**config.mk**
```make
export PLATFORM = sky130hd
export DESIGN_NAME = pcm_tdm_rx
export DESIGN_NICKNAME = d
export VERILOG_FILES = /design/src/rtl/pcm_rx_pkg.sv /design/src/rtl/pcm_rx_sync.sv /design/src/rtl/pcm_rx_bitedge.sv /design/src/rtl/pcm_rx_framer.sv /design/src/rtl/pcm_rx_outbuf.sv /design/src/rtl/pcm_tdm_rx.sv
export SDC_FILE = /design/constraint.sdc
export NUM_CORES = 1
export LEC_CHECK = 0
export CAP_MARGIN = 10
export CELL_PAD_IN_SITES_DETAIL_PLACEMENT = 0
export CELL_PAD_IN_SITES_GLOBAL_PLACEMENT = 1
export CORE_MARGIN = 2
export CORE_UTILIZATION = 40
export DETAILED_ROUTE_END_ITERATION = 10
export PLACE_DENSITY_LB_ADDON = 0.3
export SLEW_MARGIN = 15
export SYNTH_ARGS = -nofsm -noshare
export SYNTH_HDL_FRONTEND = slang
export SYNTH_SLANG_ARGS = --single-unit
export TNS_END_PERCENT = 1
```
**constraint.sdc**
```tcl
create_clock -name clk_i -period 2.2 [get_ports clk_i]
set_input_delay 0.22 -clock clk_i [delete_from_list [all_inputs] [get_ports clk_i]]
set_output_delay 0.22 -clock clk_i [all_outputs]
set_load 0.005 [all_outputs]
```
**src/rtl/pcm_rx_pkg.sv**
```systemverilog
package pcm_rx_pkg;

  typedef enum logic {
    FR_IDLE   = 1'b0,
    FR_ACTIVE = 1'b1
  } fr_state_e;

  // Number of bits in a word for the chosen length.
  function automatic int unsigned word_len(input logic w16,
                                           input int unsigned short_len,
                                           input int unsigned long_len);
    return w16 ? long_len : short_len;
  endfunction

  // Number of slots that make up one frame.
  function automatic int unsigned slot_count(input logic net,
                                             input int unsigned max_slots);
    return net ? max_slots : 1;
  endfunction

  // Whether a slot's word is delivered.
  function automatic logic slot_enabled(input logic net,
                                        input logic [31:0] mask,
                                        input int unsigned slot);
    return net ? mask[slot] : (slot == 0);
  endfunction

endpackage

```
**src/rtl/pcm_rx_sync.sv**
```systemverilog
module pcm_rx_sync #(
  parameter int STAGES = 2,
  parameter int WIDTH  = 1
) (
  input  logic             clk_i,
  input  logic             rst_ni,
  input  logic [WIDTH-1:0] d_i,
  output logic [WIDTH-1:0] q_o
);
  generate
    if (STAGES == 0) begin : g_bypass
      assign q_o = d_i;
    end else begin : g_chain
      logic [STAGES-1:0][WIDTH-1:0] st_q;
      always_ff @(posedge clk_i) begin
        if (!rst_ni) begin
          st_q <= '0;
        end else begin
          st_q[0] <= d_i;
          for (int i = 1; i < STAGES; i++) st_q[i] <= st_q[i-1];
        end
      end
      assign q_o = st_q[STAGES-1];
    end
  endgenerate
endmodule

```
**src/rtl/pcm_rx_bitedge.sv**
```systemverilog
module pcm_rx_bitedge (
  input  logic clk_i,
  input  logic rst_ni,
  input  logic bclk_s_i,
  output logic bit_fall_o
);
  logic bclk_d_q;

  always_ff @(posedge clk_i) begin
    if (!rst_ni) bclk_d_q <= 1'b0;
    else         bclk_d_q <= bclk_s_i;
  end

  assign bit_fall_o = bclk_d_q & ~bclk_s_i;
endmodule

```
**src/rtl/pcm_rx_framer.sv**
```systemverilog
module pcm_rx_framer
  import pcm_rx_pkg::*;
#(
  parameter int MAX_SLOTS = 4,
  parameter int LONG_LEN  = 16,
  parameter int SHORT_LEN = 8,
  localparam int SLOT_W   = $clog2(MAX_SLOTS),
  localparam int BIT_W    = $clog2(LONG_LEN)
) (
  input  logic                 clk_i,
  input  logic                 rst_ni,
  input  logic                 bit_fall_i,
  input  logic                 fs_i,
  input  logic                 sd_i,
  input  logic                 net_mode_i,
  input  logic                 word16_i,
  input  logic [MAX_SLOTS-1:0] slot_en_i,
  output logic                 frame_start_o,
  output logic                 word_done_o,
  output logic                 word_keep_o,
  output logic [LONG_LEN-1:0]  word_data_o,
  output logic [SLOT_W-1:0]    word_slot_o,
  output logic                 net_q_o,
  output logic                 w16_q_o,
  output logic [MAX_SLOTS-1:0] en_q_o
);
  localparam logic [LONG_LEN-1:0] LOW_MASK = LONG_LEN'((1 << SHORT_LEN) - 1);

  fr_state_e             state_q;
  logic                  fs_prev_q;
  logic [BIT_W-1:0]      bit_q;
  logic [SLOT_W-1:0]     slot_q;
  logic [LONG_LEN-1:0]   shift_q;
  logic                  net_q, w16_q;
  logic [MAX_SLOTS-1:0]  en_q;

  logic                  last_bit, last_slot;
  logic [LONG_LEN-1:0]   shift_nxt;

  assign frame_start_o = bit_fall_i & fs_i & ~fs_prev_q;
  assign shift_nxt     = {shift_q[LONG_LEN-2:0], sd_i};
  assign last_bit      = (32'(bit_q) == word_len(w16_q, SHORT_LEN, LONG_LEN) - 1);
  assign last_slot     = (32'(slot_q) == slot_count(net_q, MAX_SLOTS) - 1);

  assign word_done_o = bit_fall_i & ~frame_start_o & (state_q == FR_ACTIVE) & last_bit;
  assign word_keep_o = word_done_o & slot_enabled(net_q, 32'(en_q), 32'(slot_q));
  assign word_data_o = w16_q ? shift_nxt : (shift_nxt & LOW_MASK);
  assign word_slot_o = slot_q;

  assign net_q_o = net_q;
  assign w16_q_o = w16_q;
  assign en_q_o  = en_q;

  always_ff @(posedge clk_i) begin
    if (!rst_ni) begin
      state_q   <= FR_IDLE;
      fs_prev_q <= 1'b1;
      bit_q     <= '0;
      slot_q    <= '0;
      shift_q   <= '0;
      net_q     <= 1'b0;
      w16_q     <= 1'b0;
      en_q      <= '0;
    end else if (bit_fall_i) begin
      fs_prev_q <= fs_i;
      if (frame_start_o) begin
        state_q <= FR_ACTIVE;
        bit_q   <= BIT_W'(1);
        slot_q  <= '0;
        shift_q <= LONG_LEN'(sd_i);
        net_q   <= net_mode_i;
        w16_q   <= word16_i;
        en_q    <= slot_en_i;
      end else if (state_q == FR_ACTIVE) begin
        shift_q <= shift_nxt;
        if (last_bit) begin
          bit_q <= '0;
          if (last_slot) state_q <= FR_IDLE;
          else           slot_q  <= slot_q + SLOT_W'(1);
        end else begin
          bit_q <= bit_q + BIT_W'(1);
        end
      end
    end
  end
endmodule

```
**src/rtl/pcm_rx_outbuf.sv**
```systemverilog
module pcm_rx_outbuf #(
  parameter int DATA_W = 16,
  parameter int SLOT_W = 2
) (
  input  logic              clk_i,
  input  logic              rst_ni,
  input  logic              load_i,
  input  logic [DATA_W-1:0] data_i,
  input  logic [SLOT_W-1:0] slot_i,
  input  logic              ready_i,
  output logic              valid_o,
  output logic [DATA_W-1:0] data_o,
  output logic [SLOT_W-1:0] slot_o,
  output logic              overrun_o
);
  logic room;
  assign room = ~valid_o | ready_i;

  always_ff @(posedge clk_i) begin
    if (!rst_ni) begin
      valid_o   <= 1'b0;
      data_o    <= '0;
      slot_o    <= '0;
      overrun_o <= 1'b0;
    end else begin
      overrun_o <= 1'b0;
      if (load_i && room) begin
        valid_o <= 1'b1;
        data_o  <= data_i;
        slot_o  <= slot_i;
      end else if (load_i) begin
        overrun_o <= 1'b1;
      end else if (ready_i) begin
        valid_o <= 1'b0;
      end
    end
  end
endmodule

```
**src/rtl/pcm_tdm_rx.sv**
```systemverilog
module pcm_tdm_rx #(
  parameter int SYNC_STAGES = 2,
  parameter int MAX_SLOTS   = 4,
  parameter int LONG_LEN    = 16,
  parameter int SHORT_LEN   = 8,
  localparam int SLOT_W     = $clog2(MAX_SLOTS)
) (
  input  logic                 clk_i,
  input  logic                 rst_ni,
  input  logic                 bclk_i,
  input  logic                 fsync_i,
  input  logic                 sdata_i,
  input  logic                 net_mode_i,
  input  logic                 word16_i,
  input  logic [MAX_SLOTS-1:0] slot_en_i,
  output logic                 rx_valid_o,
  input  logic                 rx_ready_i,
  output logic [LONG_LEN-1:0]  rx_data_o,
  output logic [SLOT_W-1:0]    rx_slot_o,
  output logic                 overrun_o
);
  logic [2:0]           pins_s;
  logic                 bit_fall;
  logic                 frame_start, word_done, word_keep;
  logic [LONG_LEN-1:0]  word_data;
  logic [SLOT_W-1:0]    word_slot;
  logic                 net_q, w16_q;
  logic [MAX_SLOTS-1:0] en_q;

  pcm_rx_sync #(.STAGES(SYNC_STAGES), .WIDTH(3)) u_sync (
    .clk_i (clk_i),
    .rst_ni(rst_ni),
    .d_i   ({bclk_i, fsync_i, sdata_i}),
    .q_o   (pins_s)
  );

  pcm_rx_bitedge u_edge (
    .clk_i     (clk_i),
    .rst_ni    (rst_ni),
    .bclk_s_i  (pins_s[2]),
    .bit_fall_o(bit_fall)
  );

  pcm_rx_framer #(
    .MAX_SLOTS(MAX_SLOTS), .LONG_LEN(LONG_LEN), .SHORT_LEN(SHORT_LEN)
  ) u_framer (
    .clk_i        (clk_i),
    .rst_ni       (rst_ni),
    .bit_fall_i   (bit_fall),
    .fs_i         (pins_s[1]),
    .sd_i         (pins_s[0]),
    .net_mode_i   (net_mode_i),
    .word16_i     (word16_i),
    .slot_en_i    (slot_en_i),
    .frame_start_o(frame_start),
    .word_done_o  (word_done),
    .word_keep_o  (word_keep),
    .word_data_o  (word_data),
    .word_slot_o  (word_slot),
    .net_q_o      (net_q),
    .w16_q_o      (w16_q),
    .en_q_o       (en_q)
  );

  pcm_rx_outbuf #(.DATA_W(LONG_LEN), .SLOT_W(SLOT_W)) u_out (
    .clk_i    (clk_i),
    .rst_ni   (rst_ni),
    .load_i   (word_keep),
    .data_i   (word_data),
    .slot_i   (word_slot),
    .ready_i  (rx_ready_i),
    .valid_o  (rx_valid_o),
    .data_o   (rx_data_o),
    .slot_o   (rx_slot_o),
    .overrun_o(overrun_o)
  );
endmodule

```
==> flow_summary.toml <==
[run_status]
status = "completed"

[global_route]
grt_start_max_net_pins = 21
grt_pass1_wl_um = 7250
antenna_found_initial = 0
overflow = 0
grt_util_all_layers_pct = 14.9
grt_pass1_vias = 1560

[clock_tree]
clk_pin_slew_ns = 0.09
clock_tree.htree_level_count = 2
cts_resized = 0
cts.sinks = 56
cts_root_buffer = "clkbuf_8"
clockBufferDepth = 2
post-cts-setup-buffer-count = 0
ctsHoldBuffers = 0
cts_buffers = 5
insertion_delay_ns = 0.31
cts_tree = "built"

[synth]
ys_ff_latch = 56
ys_types = 32
async_reset_ff_share_pct = 0
synth.largest_area_cell = "dfxtp_1"
syn_nets = 268
synth_edf_count = 0
ys.flop_type = "dfxtp_1"
yosysWarnings = 0
syn_area_um2 = 2230
synthTopCellsByArea = "dfxtp_1 (50%), nand2_1 (13%), mux2i_1 (9.9%)"
synthCells = 254
synth_top_area_share_pct = 50.2
avgSynthCellArea_um2 = 8.79
synth-seq-area-share_pct = 50.2

[sta]
setup_tns_ns = 0
finalCritPeriodShare_pct = 81.6
fmax_ghz = 0.557
slew_headroom_pct = 64.3
setup_slack_ns = 0.404
worst_pin_slew_ns = 0.533
fin_skew_ns = 0.00454
timing.hold.ws_ns = 0.439
setup_violations = 0
rsz0062_at_grt = "false"
slew_viol_final = 0
fin_crit_ns = 1.80
hold_viol_final = 0

[cells_and_area]
fillCellCount = 533
design_area_um2 = 2660
drive_gt1_share_pct = 5.32
nNetsFinal = 295
diodes = 0
synthToLayoutAreaGrowth_pct = 19.1

[drt]
avgViaCountPerCell = 4.76
first_pass_iters = 4
final_antenna_net_count = 0
route.detailed.drc = 0
vias = 1684
first_iter_violations = 61
routedWlPerCell_um = 12.1
drt_wl_total_um = 4290

[run]
max_cap_violations = 0

[placement]
place_hpwl_um = 2970
place_area_um2 = 2570
place.gp.congestion = 0.790
pre_cts_slack_ns = 0.405
io_buffers = 31

[die]
die_y_um = 78.7
dieWidth_um = 78.7
ioPinCount = 32
core_area_um2 = 5440
start_util_pct = 41.0
design.die.area_um2 = 6190
rows = 27

[worst_hold_path]
worstHoldStart = "u_sync.g_chain.st_q[1]"
holdCritPathClass = "reg2reg"
worstHoldEndpoint = "u_sync.q_o[1]"
hold_depth = 1

[setup_path]
cp-start-kind = "flip-flop"
r2r_start = "u_framer.bit_q[0]"
end_kind = "flip-flop"
critPathKind = "reg2reg"
rr_worst_depth = 5
critical_path_required_ns = 2.44
arrival_ns = 2.04
crit_fanout = 18
timing.rr.end = "u_out.data_o[12]"
r2r_slack_ns = 0.40

[power_and_ir_drop]
p_per_area_nw_per_um2 = 620
leakagePower_uw = 0.000860
max-vdd-ir-drop_uv = 294
Yosys cell counts (2+ instances only):
cell type  count
nand2_1       75
o21ai_0        2
dfxtp_1       56
mux2i_1       22
and3_1         3
clkbuf_1      10
nand2b_1       5
buf_6          2
buf_2          3
nand3_1       11
o31ai_1        2
and2_1         8
nor3_1         2
a31oi_1        2
inv_1          3
a21oi_1       29
nor2_1         3
ha_1           2
stage by stage:
step | utilization (%) | total power [uW] | cells
after detailed placement | 47.2 | 1100 | 346
after CTS | 48.9 | 1670 | 354
after global placement | 47.2 | 1100 | 346
after floorplan | - | 1070 | 254
final | 48.9 | 1650 | 354
after global routing | 48.9 | 1710 | 354
critical path, stage by stage, from the launching register on:
cell and delay [ns]:
dfxtp_1 0.38, ha_1 0.17, and2_1 0.20, and3_1 0.27
and4_4 0.48, mux2i_1 0.22
placed cells by master, fill, tap and decap left out, types with 2 or more instances in the layout:
cell,count
nand2_1,75
dfxtp_1,56
clkdlybuf4s50_1,31
a21oi_1,29
mux2i_1,22
nand3_1,11
and2_1,8
clkbuf_8,6
buf_4,6
nand2b_1,5
inv_1,3
and3_1,3
nor2_1,3
nor3_1,2
o31ai_1,2
o21ai_0,2
a31oi_1,2
ha_1,2
clkbuf_1,2
cell families (layout without fill, tap and decap cells):
family	count (synthesis)	in the layout	synth area share [%]
AND/OR/NAND/NOR	114	114	23.0
flip-flops	56	56	50.2
AO/OA/AOI/OAI	38	38	9.25
multiplexers	22	22	9.87
buffers and inverters	20	48	5.44
adder cells (fa/ha/maj)	2	2	1.12
XOR/XNOR	2	2	1.12
state kept, by name, indices dropped and copies added (netlist names), 2 cells and up:
| register | flops |
|---|---|
| u_out.data_o | 16 |
| u_framer.shift_q | 15 |
| u_framer.bit_q | 4 |
| u_framer.en_q_o | 4 |
| u_sync.g_chain.st_q | 3 |
| u_sync.q_o | 3 |
| u_framer.word_slot_o | 2 |
| u_out.slot_o | 2 |
cell type report:
| class | instances | area (um^2) | share of cell area [%] |
|---|---|---|---|
| Sequential cell | 56 | 1120 | 42.2 |
| Multi-Input combinational cell | 178 | 990 | 37.2 |
| Timing Repair Buffer | 37 | 355 | 13.4 |
| Clock buffer | 8 | 90.1 | 3.39 |
| Tap cell | 72 | 90.1 | 3.39 |
| Inverter | 3 | 11.3 | 0.424 |
power by group:
| part | internal, uW | leakage, uW | switching (uW) |
|---|---|---|---|
| sequential | 1020 | 0.000452 | 2.17 |
| combinational | 25.3 | 0.000362 | 26.1 |
| clock | 258 | 0.0000455 | 317 |
| total | 1300 | 0.000860 | 345 |
layer usage:
layer | GRT usage [%] | vias up | wire length, um
met5 | 0 | - | 0
li1 | - | 891 | -
met1 | 21.2 | 758 | 2250
met2 | 22.1 | 28 | 1840
met4 | 5.79 | 0 | 56
met3 | 3.07 | 7 | 142
worst max-delay path by stage:
stage,start,endpoint,slack [ns],cells past startpoint
global placement,u_framer.bit_q[0],u_out.data_o[5],0.46,5
floorplan,u_framer.bit_q[0],u_out.data_o[15],0.53,8
finish,u_framer.bit_q[0],u_out.data_o[12],0.40,5
global route,u_framer.bit_q[0],u_out.data_o[13],0.27,5
CTS,u_framer.bit_q[0],u_out.data_o[0],0.38,5
detailed placement,u_framer.bit_q[0],u_out.data_o[0],0.41,5
(Power assumes the default switching activity.)
